==> config.mk <==
export PLATFORM = sky130hd
export DESIGN_NAME = freq_meter
export DESIGN_NICKNAME = d
export VERILOG_FILES = /design/src/rtl/fm_pkg.sv /design/src/rtl/fm_ctrl_reg.sv /design/src/rtl/fm_oneshot_timer.sv /design/src/rtl/fm_divider.sv /design/src/rtl/fm_bcd_conv.sv /design/src/rtl/fm_seq.sv /design/src/rtl/freq_meter.sv
export SDC_FILE = /design/constraint.sdc
export NUM_CORES = 1
export LEC_CHECK = 0
export ABC_AREA = 1
export BUFFER_PORTS_ARGS = -buffer_cell sky130_fd_sc_hd__buf_4
export CAP_MARGIN = 0
export CORE_UTILIZATION = 42
export CTS_CLUSTER_SIZE = 40
export DETAILED_ROUTE_END_ITERATION = 8
export SYNTH_ARGS = -nofsm -noshare
export SYNTH_HDL_FRONTEND = slang
export SYNTH_SLANG_ARGS = --single-unit
export TNS_END_PERCENT = 20
==> constraint.sdc <==
create_clock -name clk -period 2.3 [get_ports clk]
set_clock_uncertainty 0.1 [all_clocks]
set_input_delay 0.115 -clock clk [delete_from_list [all_inputs] [get_ports clk]]
set_output_delay 0.115 -clock clk [all_outputs]
set_load 0.05 [all_outputs]
==> src/rtl/fm_pkg.sv <==
package fm_pkg;
  typedef enum logic [3:0] {
    S_IDLE, S_STOP, S_CMD, S_LO, S_HI, S_GO, S_POLL, S_DIV, S_BCD
  } seq_state_t;

  localparam logic [7:0] CMD_CH2_ONESHOT = 8'b1011_0000;
  localparam logic [7:0] CTL_RUN_MASK    = 8'h01;
  localparam logic [7:0] CTL_SND_MASK    = 8'h02;
  localparam logic [7:0] CTL_RW_MASK     = 8'h0F;
  localparam logic [7:0] CTL_OUT_MASK    = 8'h20;
  localparam int         TMR_W           = 16;
endpackage

==> src/rtl/fm_ctrl_reg.sv <==
module fm_ctrl_reg
  import fm_pkg::*;
(
  input  logic       clk,
  input  logic       rst_n,
  input  logic       wr_en,
  input  logic [7:0] wr_val,
  input  logic       tmr_out,
  output logic [7:0] rd_val,
  output logic       run_en,
  output logic       speaker
);
  logic [7:0] rw_q;

  always_ff @(posedge clk or negedge rst_n) begin
    if (!rst_n)     rw_q <= '0;
    else if (wr_en) rw_q <= wr_val & CTL_RW_MASK;
  end

  assign rd_val  = rw_q | (tmr_out ? CTL_OUT_MASK : 8'h00);
  assign run_en  = rw_q[0];
  assign speaker = tmr_out & rw_q[1];
endmodule

==> src/rtl/fm_oneshot_timer.sv <==
module fm_oneshot_timer
  import fm_pkg::*;
(
  input  logic       clk,
  input  logic       rst_n,
  input  logic       tick,
  input  logic       run_en,
  input  logic       cmd_we,
  input  logic       data_we,
  input  logic [7:0] wdata,
  output logic       out_q
);
  logic [1:0]       acc_q;
  logic [2:0]       mode_q;
  logic             dec_q;
  logic             hi_next_q;
  logic [7:0]       lo_q;
  logic [TMR_W-1:0] cnt_q;
  logic             loaded_q;

  wire cmd_hit  = cmd_we && (wdata[7:6] == 2'b10);
  wire counting = loaded_q && run_en && tick && !out_q &&
                  (mode_q == 3'b000) && !dec_q;
  wire tc_hit   = counting && (cnt_q == TMR_W'(1));

  always_ff @(posedge clk or negedge rst_n) begin
    if (!rst_n) begin
      acc_q <= '0; mode_q <= '0; dec_q <= 1'b0; hi_next_q <= 1'b0;
      lo_q <= '0; cnt_q <= '0; loaded_q <= 1'b0; out_q <= 1'b0;
    end else if (cmd_hit) begin
      acc_q     <= wdata[5:4];
      mode_q    <= wdata[3:1];
      dec_q     <= wdata[0];
      hi_next_q <= 1'b0;
      loaded_q  <= 1'b0;
      out_q     <= 1'b0;
    end else if (data_we) begin
      out_q <= 1'b0;
      case (acc_q)
        2'b01: begin cnt_q <= {8'h00, wdata}; loaded_q <= 1'b1; end
        2'b10: begin cnt_q <= {wdata, 8'h00}; loaded_q <= 1'b1; end
        2'b11: begin
          if (!hi_next_q) begin
            lo_q <= wdata; hi_next_q <= 1'b1; loaded_q <= 1'b0;
          end else begin
            cnt_q <= {wdata, lo_q}; hi_next_q <= 1'b0; loaded_q <= 1'b1;
          end
        end
        default: ;
      endcase
    end else if (counting) begin
      cnt_q <= cnt_q - TMR_W'(1);
      if (tc_hit) out_q <= 1'b1;
    end
  end

  assert_out_needs_run_R5: assert property (@(posedge clk) disable iff (!rst_n)
    $rose(out_q) |-> $past(run_en));
endmodule

==> src/rtl/fm_divider.sv <==
module fm_divider #(
  parameter int W       = 64,
  parameter int DIVISOR = 10000
) (
  input  logic         clk,
  input  logic         rst_n,
  input  logic         start,
  input  logic [W-1:0] dividend,
  output logic [W-1:0] quotient,
  output logic         done
);
  localparam int         ITW = $clog2(W + 1);
  localparam logic [W:0] DV  = (W+1)'(DIVISOR);

  logic [W:0]     rem_q;
  logic [W-1:0]   q_q;
  logic [ITW-1:0] it_q;
  logic           run_q;
  logic           done_q;

  function automatic logic [2*W:0] div_step(logic [W:0] r, logic [W-1:0] q);
    logic [W:0]   rs;
    logic [W-1:0] qs;
    rs = {r[W-1:0], q[W-1]};
    qs = {q[W-2:0], 1'b0};
    if (rs >= DV) begin
      rs    = rs - DV;
      qs[0] = 1'b1;
    end
    return {rs, qs};
  endfunction

  always_ff @(posedge clk or negedge rst_n) begin
    if (!rst_n) begin
      rem_q <= '0; q_q <= '0; it_q <= '0; run_q <= 1'b0; done_q <= 1'b0;
    end else begin
      done_q <= 1'b0;
      if (start) begin
        rem_q <= '0;
        q_q   <= dividend;
        it_q  <= ITW'(W);
        run_q <= 1'b1;
      end else if (run_q) begin
        {rem_q, q_q} <= div_step(rem_q, q_q);
        it_q <= it_q - ITW'(1);
        if (it_q == ITW'(1)) begin
          run_q  <= 1'b0;
          done_q <= 1'b1;
        end
      end
    end
  end

  assign quotient = q_q;
  assign done     = done_q;

  assert_rem_below_div_R6: assert property (@(posedge clk) disable iff (!rst_n)
    run_q |-> (rem_q < DV));
endmodule

==> src/rtl/fm_bcd_conv.sv <==
module fm_bcd_conv #(
  parameter int BW   = 20,
  parameter int NDIG = 6
) (
  input  logic              clk,
  input  logic              rst_n,
  input  logic              start,
  input  logic [BW-1:0]     bin,
  output logic [4*NDIG-1:0] digits,
  output logic              done
);
  localparam int DW  = 4 * NDIG;
  localparam int ITW = $clog2(BW + 1);

  logic [DW-1:0]  bcd_q;
  logic [BW-1:0]  v_q;
  logic [ITW-1:0] it_q;
  logic           run_q;
  logic           done_q;

  function automatic logic [DW+BW-1:0] dd_step(logic [DW-1:0] b, logic [BW-1:0] v);
    logic [DW-1:0] t;
    t = b;
    for (int i = 0; i < NDIG; i++)
      if (t[4*i +: 4] >= 4'd5) t[4*i +: 4] = t[4*i +: 4] + 4'd3;
    return {t, v} << 1;
  endfunction

  always_ff @(posedge clk or negedge rst_n) begin
    if (!rst_n) begin
      bcd_q <= '0; v_q <= '0; it_q <= '0; run_q <= 1'b0; done_q <= 1'b0;
    end else begin
      done_q <= 1'b0;
      if (start) begin
        bcd_q <= '0;
        v_q   <= bin;
        it_q  <= ITW'(BW);
        run_q <= 1'b1;
      end else if (run_q) begin
        {bcd_q, v_q} <= dd_step(bcd_q, v_q);
        it_q <= it_q - ITW'(1);
        if (it_q == ITW'(1)) begin
          run_q  <= 1'b0;
          done_q <= 1'b1;
        end
      end
    end
  end

  assign digits = bcd_q;
  assign done   = done_q;

  for (genvar d = 0; d < NDIG; d++) begin : g_digit_chk
    assert_digit_decimal_R6: assert property (@(posedge clk) disable iff (!rst_n)
      done_q |-> (bcd_q[4*d +: 4] <= 4'd9));
  end
endmodule

==> src/rtl/fm_seq.sv <==
module fm_seq
  import fm_pkg::*;
#(
  parameter int CW     = 64,
  parameter int NDIG   = 6,
  parameter int BW     = 20,
  parameter int MAXV   = 999999,
  parameter int RELOAD = 11931
) (
  input  logic              clk,
  input  logic              rst_n,
  input  logic              start,
  input  logic [31:0]       timeout_limit,
  input  logic [CW-1:0]     cyc,
  input  logic [7:0]        ctrl_rd,
  output logic              ctrl_we,
  output logic [7:0]        ctrl_wval,
  output logic              tmr_cmd_we,
  output logic              tmr_data_we,
  output logic [7:0]        tmr_wdata,
  output logic              div_start,
  output logic [CW-1:0]     div_dividend,
  input  logic [CW-1:0]     div_quot,
  input  logic              div_done,
  output logic              bcd_start,
  output logic [BW-1:0]     bcd_bin,
  input  logic [4*NDIG-1:0] bcd_digits,
  input  logic              bcd_done,
  output logic              busy,
  output logic              done,
  output logic              timeout_err,
  output logic [CW-1:0]     elapsed,
  output logic [4*NDIG-1:0] mhz_bcd
);
  localparam logic [TMR_W-1:0] RLD = TMR_W'(RELOAD);

  seq_state_t        state_q;
  logic [CW-1:0]     t0_q;
  logic [CW-1:0]     elapsed_q;
  logic [31:0]       tmo_q;
  logic              done_q;
  logic              err_q;
  logic [4*NDIG-1:0] mhz_q;

  function automatic logic [CW-1:0] span(logic [CW-1:0] now, logic [CW-1:0] then_);
    return now - then_;
  endfunction

  function automatic logic [BW-1:0] clamp_q(logic [CW-1:0] q);
    if (q > CW'(MAXV)) return BW'(MAXV);
    return q[BW-1:0];
  endfunction

  wire status_out = (ctrl_rd & CTL_OUT_MASK) != 8'h00;
  wire out_seen   = (state_q == S_POLL) && status_out;
  wire tmo_hit    = (state_q == S_POLL) && !status_out && (tmo_q >= timeout_limit);
  wire start_ok   = (state_q == S_IDLE) && start;

  always_comb begin
    ctrl_we     = (state_q == S_STOP) || (state_q == S_GO);
    ctrl_wval   = (state_q == S_GO) ? (ctrl_rd | CTL_RUN_MASK)
                                    : (ctrl_rd & ~(CTL_RUN_MASK | CTL_SND_MASK));
    tmr_cmd_we  = (state_q == S_CMD);
    tmr_data_we = (state_q == S_LO) || (state_q == S_HI);
    case (state_q)
      S_CMD:   tmr_wdata = CMD_CH2_ONESHOT;
      S_LO:    tmr_wdata = RLD[7:0];
      S_HI:    tmr_wdata = RLD[15:8];
      default: tmr_wdata = 8'h00;
    endcase
  end

  assign div_start    = out_seen;
  assign div_dividend = span(cyc, t0_q);
  assign bcd_start    = (state_q == S_DIV) && div_done;
  assign bcd_bin      = clamp_q(div_quot);

  always_ff @(posedge clk or negedge rst_n) begin
    if (!rst_n) begin
      state_q <= S_IDLE; t0_q <= '0; elapsed_q <= '0; tmo_q <= '0;
      done_q <= 1'b0; err_q <= 1'b0; mhz_q <= '0;
    end else begin
      case (state_q)
        S_IDLE: if (start_ok) begin
          done_q <= 1'b0; err_q <= 1'b0; mhz_q <= '0; elapsed_q <= '0;
          state_q <= S_STOP;
        end
        S_STOP: state_q <= S_CMD;
        S_CMD:  state_q <= S_LO;
        S_LO:   state_q <= S_HI;
        S_HI:   state_q <= S_GO;
        S_GO: begin
          t0_q    <= cyc;
          tmo_q   <= '0;
          state_q <= S_POLL;
        end
        S_POLL: begin
          if (out_seen) begin
            elapsed_q <= span(cyc, t0_q);
            state_q   <= S_DIV;
          end else if (tmo_hit) begin
            err_q   <= 1'b1;
            state_q <= S_IDLE;
          end else begin
            tmo_q <= tmo_q + 32'd1;
          end
        end
        S_DIV: if (div_done) state_q <= S_BCD;
        S_BCD: if (bcd_done) begin
          mhz_q   <= bcd_digits;
          done_q  <= 1'b1;
          state_q <= S_IDLE;
        end
        default: state_q <= S_IDLE;
      endcase
    end
  end

  assign busy        = (state_q != S_IDLE);
  assign done        = done_q;
  assign timeout_err = err_q;
  assign elapsed     = elapsed_q;
  assign mhz_bcd     = mhz_q;

  assert_run_after_high_byte_R3: assert property (@(posedge clk) disable iff (!rst_n)
    (state_q == S_GO) |-> ($past(state_q) == S_HI));
  assert_done_after_conv_R8: assert property (@(posedge clk) disable iff (!rst_n)
    $rose(done_q) |-> $past(bcd_done));
  assert_done_when_idle_R8: assert property (@(posedge clk) disable iff (!rst_n)
    done_q |-> (state_q == S_IDLE));
  assert_err_excludes_done_R9: assert property (@(posedge clk) disable iff (!rst_n)
    err_q |-> !done_q);
  assert_no_restart_when_busy_R11: assert property (@(posedge clk) disable iff (!rst_n)
    (state_q != S_IDLE) |=> (state_q != S_STOP));
endmodule

==> src/rtl/freq_meter.sv <==
module freq_meter #(
  parameter int CW     = 64,
  parameter int RELOAD = 11931,
  parameter int SCALE  = 10000,
  parameter int NDIG   = 6
) (
  input  logic              clk,
  input  logic              rst_n,
  input  logic              ref_tick,
  input  logic              start,
  input  logic [31:0]       timeout_limit,
  output logic              busy,
  output logic              done,
  output logic              timeout_err,
  output logic [CW-1:0]     elapsed,
  output logic [4*NDIG-1:0] mhz_bcd,
  output logic              tmr_out,
  output logic              speaker
);
  localparam int MAXV = 10**NDIG - 1;
  localparam int BW   = $clog2(MAXV + 1);

  logic [CW-1:0]     cyc_q;
  logic [7:0]        ctrl_rd, ctrl_wval;
  logic              ctrl_we, run_en;
  logic              tmr_cmd_we, tmr_data_we;
  logic [7:0]        tmr_wdata;
  logic              div_start, div_done;
  logic [CW-1:0]     div_dividend, div_quot;
  logic              bcd_start, bcd_done;
  logic [BW-1:0]     bcd_bin;
  logic [4*NDIG-1:0] bcd_digits;

  always_ff @(posedge clk or negedge rst_n) begin
    if (!rst_n) cyc_q <= '0;
    else        cyc_q <= cyc_q + CW'(1);
  end

  fm_ctrl_reg u_ctrl (
    .clk(clk), .rst_n(rst_n), .wr_en(ctrl_we), .wr_val(ctrl_wval),
    .tmr_out(tmr_out), .rd_val(ctrl_rd), .run_en(run_en), .speaker(speaker)
  );

  fm_oneshot_timer u_tmr (
    .clk(clk), .rst_n(rst_n), .tick(ref_tick), .run_en(run_en),
    .cmd_we(tmr_cmd_we), .data_we(tmr_data_we), .wdata(tmr_wdata), .out_q(tmr_out)
  );

  fm_divider #(.W(CW), .DIVISOR(SCALE)) u_div (
    .clk(clk), .rst_n(rst_n), .start(div_start), .dividend(div_dividend),
    .quotient(div_quot), .done(div_done)
  );

  fm_bcd_conv #(.BW(BW), .NDIG(NDIG)) u_bcd (
    .clk(clk), .rst_n(rst_n), .start(bcd_start), .bin(bcd_bin),
    .digits(bcd_digits), .done(bcd_done)
  );

  fm_seq #(.CW(CW), .NDIG(NDIG), .BW(BW), .MAXV(MAXV), .RELOAD(RELOAD)) u_seq (
    .clk(clk), .rst_n(rst_n), .start(start), .timeout_limit(timeout_limit),
    .cyc(cyc_q), .ctrl_rd(ctrl_rd), .ctrl_we(ctrl_we), .ctrl_wval(ctrl_wval),
    .tmr_cmd_we(tmr_cmd_we), .tmr_data_we(tmr_data_we), .tmr_wdata(tmr_wdata),
    .div_start(div_start), .div_dividend(div_dividend), .div_quot(div_quot),
    .div_done(div_done), .bcd_start(bcd_start), .bcd_bin(bcd_bin),
    .bcd_digits(bcd_digits), .bcd_done(bcd_done), .busy(busy), .done(done),
    .timeout_err(timeout_err), .elapsed(elapsed), .mhz_bcd(mhz_bcd)
  );

  assert_speaker_quiet_R10: assert property (@(posedge clk) disable iff (!rst_n)
    busy |-> !speaker);
endmodule

==> impl_metrics.yaml, run 1 <==
status:
  status: "complete, no violations"
place:
  globalplace.congestion: 0.9843
  port-buffer-count: 127
  hpwl_mm: 77.22
sta:
  slew_headroom_pct: 55.44
  period_share_pct: 99.41
  fmax_ghz: 0.4373
  holdWs_ps: 75.62
  finalSetupViolCount: 0
  worst_pin_slew_ps: 666.1
  min_period_ps: 2287
  rsz0062_at_grt: "yes"
  hold_viol_final: 0
  drv_slew: 0
logic_synthesis:
  synth_async_sr_flop_share_pct: 100.0
  synth_area_um2: 30400
  synth_nets: 4629
  synth_seq_cells: 472
  synthCells: 4475
  syn_avg_cell_area_um2: 6.793
  synth_top_cell_by_area: "dfrtp_1"
  yosysWarnings: 0
  synth_flop_cell: "dfrtp_1"
  yosysSeqAreaShare_pct: 38.85
  synth.distinct_cells: 43
  synth_edf_count: 0
  yosysTopAreaCellShare_pct: 38.85
  synth_area_leaders: "dfrtp_1 39%, nand2_1 18%, inv_1 9.3%"
global_routing:
  grt_pass1_vias: 28550
  met1_usage_pct: 36.91
  overflow: 0
  met3_usage_pct: 2.592
  grt_pass1_wl_mm: 155.0
  grt_max_degree: 77
  busiest_layer: "met2"
  antenna_found_initial: 0
  grt.total_usage_pct: 26.62
  use_met2_pct: 42.83
critical_path:
  worstReg2RegStart: "cyc_q[17]"
  reg2reg_slack_ps: 10
  endpoint_kind: "flip-flop"
  cp-start-kind: "flip-flop"
  cp_max_fo: 5
  worstSetupPathType: "reg2reg"
  r2r_end: "cyc_q[50]"
  r2r.worst_path.cells: 9
  worstPathRequired_ps: 2760
  worstPathArrival_ps: 2750
detailed_routing:
  drt-initial-drc-count: 2144
  vias: 29420
  drt-vias-per-instance: 4.943
  drt-pass1-iter-count: 6
  routed_wl_mm: 99.06
  drcViolationCount: 0
  drtAntennaViolNets: 0
  routedWlPerCell_um: 16.64
layout:
  nets: 5112
  drive_above_1_share_pct: 18.67
  nFillCells: 7073
  synthToLayoutAreaGrowth_pct: 27.29
  diodes: 0
  postLayoutCoreUtil_pct: 54.04
pwr:
  p_leak_uw: 0.02037
  power_switching_share_pct: 22.13
  power_density_nw_per_um2: 462.2
  irDropWorstVdd_mv: 0.5263
  pwr-share-seq_pct: 46.4
  p_sw_uw: 3958
  clkPwrFrac_pct: 51.8
  p_comb_share_pct: 1.8
  internal_power_uw: 13930
cts:
  cts_made_buffers: 54
  insertion_delay_ps: 630
  cts.path.max_buffers: 3
  clk_pin_slew_worst_paths_ps: 60
  cts-root-buf: "clkbuf_16"
  h-tree-depth: 2
  cts_tree: "done"
  clock_sink_count: 472
die:
  floorplan.initialDensity_pct: 42.45
  fp-row-count: 98
  die_x_um: 271.0
  die_h_um: 271.0
  core_area_um2: 71610
  die_area_um2: 73460
  pin_count: 129
job:
  drv_cap: 0
min_path:
  worstHoldPathType: "in2async"
## Yosys cell counts (8+ instances only)
library cell,number
inv_2,20
xor2_1,129
o211ai_1,8
o21ai_0,166
buf_1,12
inv_1,756
a21oi_1,89
or2_2,15
nor2_2,8
buf_2,40
nor4_1,22
nor3_1,84
nand4_1,60
xnor2_1,38
nand2_1,1481
nand3_1,333
o221ai_1,18
ha_1,117
nor2_1,404
clkbuf_1,45
dfrtp_1,472
o21ai_1,47
o22ai_1,61
nand3b_1,9
## critical path, cell delays in order, from the launching register on
cell and delay (ps):
dfrtp_1 400, buf_4 170, nand2_1 80, nor2_1 230
nand2_1 190, inv_1 90, nand4_1 290, nor4_2 390
buf_4 180, xor2_1 130
## state kept, by name, summed over array words and instances, names as in the netlist, 16 cells and up
name	flops
u_seq.elapsed	64
u_seq.tmo_q	32
u_div.quotient	64
u_bcd.v_q	20
u_seq.mhz_bcd	24
cyc_q	64
u_tmr.cnt_q	16
u_seq.t0_q	64
u_div.rem_q	64
u_bcd.digits	24
## logic make-up after synthesis
kind of cell               share of synthesized area, %
AOI/OAI and AO/OA                                 7.186
xor gates and xnor gates                          4.811
adders and majority gates                         4.881
buffers and inverters                             11.10
DFF                                               38.85
other                                           0.01234
and+or+nand+nor                                   33.15
## per-layer routing
metal	wire, um	part of all wire, %
met3	3730	3.8
met1	47060	48
met5	0	0
met2	44350	45
met4	3927	4.0
## cell usage in the layout, fill, tap and decap left out, types with 8 or more instances in the layout
master / count
a21oi_1: 68
a21oi_2: 21
buf_12: 23
buf_4: 494
clkbuf_16: 56
clkbuf_8: 16
clkinv_2: 8
dfrtp_1: 469
ha_1: 66
ha_2: 8
ha_4: 43
inv_1: 746
inv_2: 30
nand2_1: 1414
nand2_2: 66
nand3_1: 308
nand3_2: 22
nand3b_1: 9
nand4_1: 60
nor2_1: 338
nor2_2: 59
nor2_4: 17
nor3_1: 77
nor3_2: 10
nor4_1: 19
o211ai_1: 8
o21ai_0: 166
o21ai_1: 47
o221ai_1: 18
o22ai_1: 61
or2_2: 15
xnor2_1: 38
xor2_1: 129
## layout make-up
cell class              count  area, um^2  share of cell area, %
clock inverters            25       339.1                 0.8762
flip-flops and latches    472       11820                  30.53
multi-input cells        3125       16520                  42.69
well taps                 950        1189                  3.072
inverters                 776        2913                  7.527
repair buffers            529        4332                  11.19
clock buffers              75        1590                  4.110
## power by group through the flow
stage	registers, uW	clock network, uW	logic, uW
after global placement	8460	0	325
after detailed placement	8460	0	328
after floorplan	8460	0	41.9
after CTS	8300	9460	340
final	8300	9260	323
after global routing	8300	9800	375
## stage by stage
stage	TNS, ps	cells	area [um^2]	setup WS, ps	power [uW]
2_1_floorplan	0	4475	30400	35.94	8500
3_3_place_gp	-1327	5843	35330	-98.41	8781
3_5_place_dp	-2938	5843	35330	-154.5	8783
4_1_cts	-26.67	5947	37390	-6.104	18100
5_1_grt	-651.5	5952	38700	-59.29	18470
6_report	0	5952	38700	13.49	17890
## timing repair
action	in CTS	in global routing
pin swaps	0	26
hold buffers	4	0
endpoints found under the hold margin	498	0
gates cloned	0	3
buffers inserted	0	2
resized for setup	21	281
endpoints found under the setup margin	47	196
## worst max-delay path by stage
stage                   start                 end  slack [ps]
floorplan            cyc_q[0]  u_div.quotient[24]          40
global placement     cyc_q[0]  u_div.quotient[54]        -100
detailed placement   cyc_q[0]   u_seq.elapsed[54]        -150
CTS                  cyc_q[0]   u_seq.elapsed[54]          -6
global route        cyc_q[35]  u_div.quotient[57]         -60
finish              cyc_q[17]           cyc_q[50]          10
Note: power is estimated with default switching activity, not from simulation.
==> inputs of run 2 (changes only) <==
Settings changed: CORE_UTILIZATION 42 to 57, PLACE_DENSITY from default to 0.78, RECOVER_POWER from default to 50.
==> run 2 against run 1 <==
The run now ends with negative setup slack left. First-iteration DRC count grew 18%. Sequential power is essentially flat. Wire length fell by 3.9%. Global-route usage is 7.7 points higher. Register-to-register slack worse by 20 ps. Total power down 3.6%. Non-clock buffer count down 68. Fmax is 0.74% lower. Worst setup slack worse by 17 ps. Hold slack lost 18 ps. Clock power decreased by 6.5%. Via count grew 2.6%.
==> impl_metrics.yaml, run 2 (synthesis gave the netlist of run 1 again) <==
status:
  status: "complete, but fails checks"
  violations: "negative setup slack"
detailed_routing:
  drt-vias-per-instance: 5.370
  routedWlPerCell_um: 16.95
  met1_length_mm: 40.20
  drtAntennaViolNets: 0
  drcViolationCount: 0
  routed_wl_mm: 95.22
  drt-initial-drc-count: 2538
  dr_wl_met3_mm: 5.982
  topRoutingLayerUsed: "met4"
  vias: 30170
  met2_length_mm: 44.25
  drt-pass1-iter-count: 8
critical_path:
  worstPathRequired_ps: 2760
  cp_max_fo: 3
  cp_cell_sequence: "ha_4, buf_4, nand2_1, nor2_2, nand2_1, nor2_1, a21boi_1, nor2_1, nand2_1, nand3_1, nand3_1"
  worstReg2RegStart: "cyc_q[17]"
  slowest_delay_ps: 440
  r2r_end: "u_div.quotient[32]"
  worstPathArrival_ps: 2770
  cpMostUsedCell: "nand2_1"
  worstSetupPathType: "reg2reg"
  reg2reg_slack_ps: -3
  endpoint_kind: "flip-flop"
  r2r.worst_path.cells: 11
  cp-start-kind: "flip-flop"
  slowest_stage: "dfrtp_1"
place:
  dpl_cell_area_um2: 34410
  globalplace.congestion: 1.010
  hpwl_mm: 71.01
  dpl_worst_slack_ps: -108.3
  port-buffer-count: 127
die:
  fp-row-count: 84
  die_h_um: 232.9
  pin_count: 129
  core_area_um2: 52660
  die_x_um: 232.9
  die_area_um2: 54260
  floorplan.initialDensity_pct: 57.73
global_routing:
  overflow: 0
  antenna_found_initial: 0
  grt_max_degree: 128
  grt_pass1_vias: 28590
  grt_pass1_wl_mm: 146.4
  grt.total_usage_pct: 34.29
pwr:
  p_sw_uw: 3884
  clkPwrFrac_pct: 50.2
  p_comb_share_pct: 1.6
  pwr-share-seq_pct: 48.2
  p_leak_uw: 0.01979
  internal_power_uw: 13350
  power_switching_share_pct: 22.53
  power_density_nw_per_um2: 462.9
  irDropWorstVdd_mv: 0.5121
sta:
  fmax_ghz: 0.4341
  slew_headroom_pct: 10.22
  worst_pin_slew_ps: 1347
  rsz0062_at_grt: "yes"
  min_period_ps: 2303
  period_share_pct: 100.2
  hold_viol_final: 0
  finalSetupViolCount: 1
  drv_slew: 0
  setup_ws_ps: -3.458
min_path:
  holdPathEnd: "u_tmr.out_q"
  worstHoldPathCells: 6
  hp-start: "ref_tick"
  worstHoldPathType: "in2reg"
cts:
  h-tree-depth: 2
  cts-root-buf: "clkbuf_16"
  cts_made_buffers: 52
  insertion_delay_ps: 630
  cts.path.max_buffers: 3
  clk_pin_slew_worst_paths_ps: 60
  cts_tree: "done"
  clock_sink_count: 472
layout:
  synthToLayoutAreaGrowth_pct: 22.50
  nets: 5042
  layout_commonest_cell: "nand2_1"
  diodes: 0
  final_cell_mix: "1429 x nand2_1, 751 x inv_1, 468 x dfrtp_1, 403 x buf_4, 352 x nor2_1"
  final_area_um2: 37240
  drive_above_1_share_pct: 16.00
  postLayoutCoreUtil_pct: 70.73
job:
  drv_cap: 0
run 2: changes by cell type in the layout (fill, tap and decap cells not counted), sizes merged:
cell	before	now
clkbuf	77	113
clkinv	11	12
dlygate4sd3	3	2
bufinv	6	4
clkinvlp	5	4
buf	524	419
inv	779	780
run 2: layout make-up:
class / count / area, um^2
Clock buffer: 73 / 1480
Clock inverter: 24 / 284.0
Fill cell: 4296 / 15410
Inverter: 776 / 2915
Multi-Input combinational cell: 3125 / 16370
Sequential cell: 472 / 11820
Tap cell: 688 / 860.8
Timing Repair Buffer: 461 / 3510
run 2: how the worst max path moves through the flow:
stage,start,to,slack (ps),cells past startpoint
3_3_place_gp,cyc_q[1],cyc_q[62],-130,7
6_report,cyc_q[17],u_div.quotient[32],-3,11
4_1_cts,cyc_q[0],cyc_q[60],-20,11
5_1_grt,cyc_q[39],u_seq.elapsed[50],-110,13
3_5_place_dp,cyc_q[0],u_div.quotient[30],-110,15
2_1_floorplan,cyc_q[0],u_div.quotient[24],40,13
run 2: worst max-delay path, delay by kind of cell (launching register included):
family	cells	cell delay, ps
AO/OA/AOI/OAI	1	270
adder cells (fa/ha/maj)	1	310
buffers and inverters	1	110
flip-flops	1	440
AND/OR/NAND/NOR	8	1020
run 2: through the flow:
step / total power, uW / hold WS [ps] / TNS, ps / instances
after global placement: 8754 / 10.38 / -779.9 / 5511
after global routing: 17650 / 77.66 / -2434 / 5619
after CTS: 17330 / 5.406 / -18.21 / 5611
after detailed placement: 8760 / 10.83 / -2255 / 5511
final: 17240 / 57.50 / -3.458 / 5619
after floorplan: 8500 / -280.6 / 0 / 4475
run 2: power groups by stage:
stage	Clock, uW	Sequential [uW]	Combinational (uW)
after floorplan	0	8460	41.9
after global placement	0	8460	298
after detailed placement	0	8460	305
after CTS	8710	8300	317
after global routing	9020	8300	324
final	8660	8300	276
run 2: routing by layer:
layer / up-vias / global-route usage (%)
li1: 14770 / -
met1: 14100 / 45.59
met2: 1036 / 55.39
met3: 266 / 4.228
met4: 0 / 16.67
met5: - / 0
run 2: what timing repair did:
item	4_1_cts	5_1_grt
setup buffers	0	8
gates resized for setup	18	231
pin swaps	0	28
endpoints found under the hold margin	500	0
endpoints found under the setup margin	54	216
hold buffers	3	0
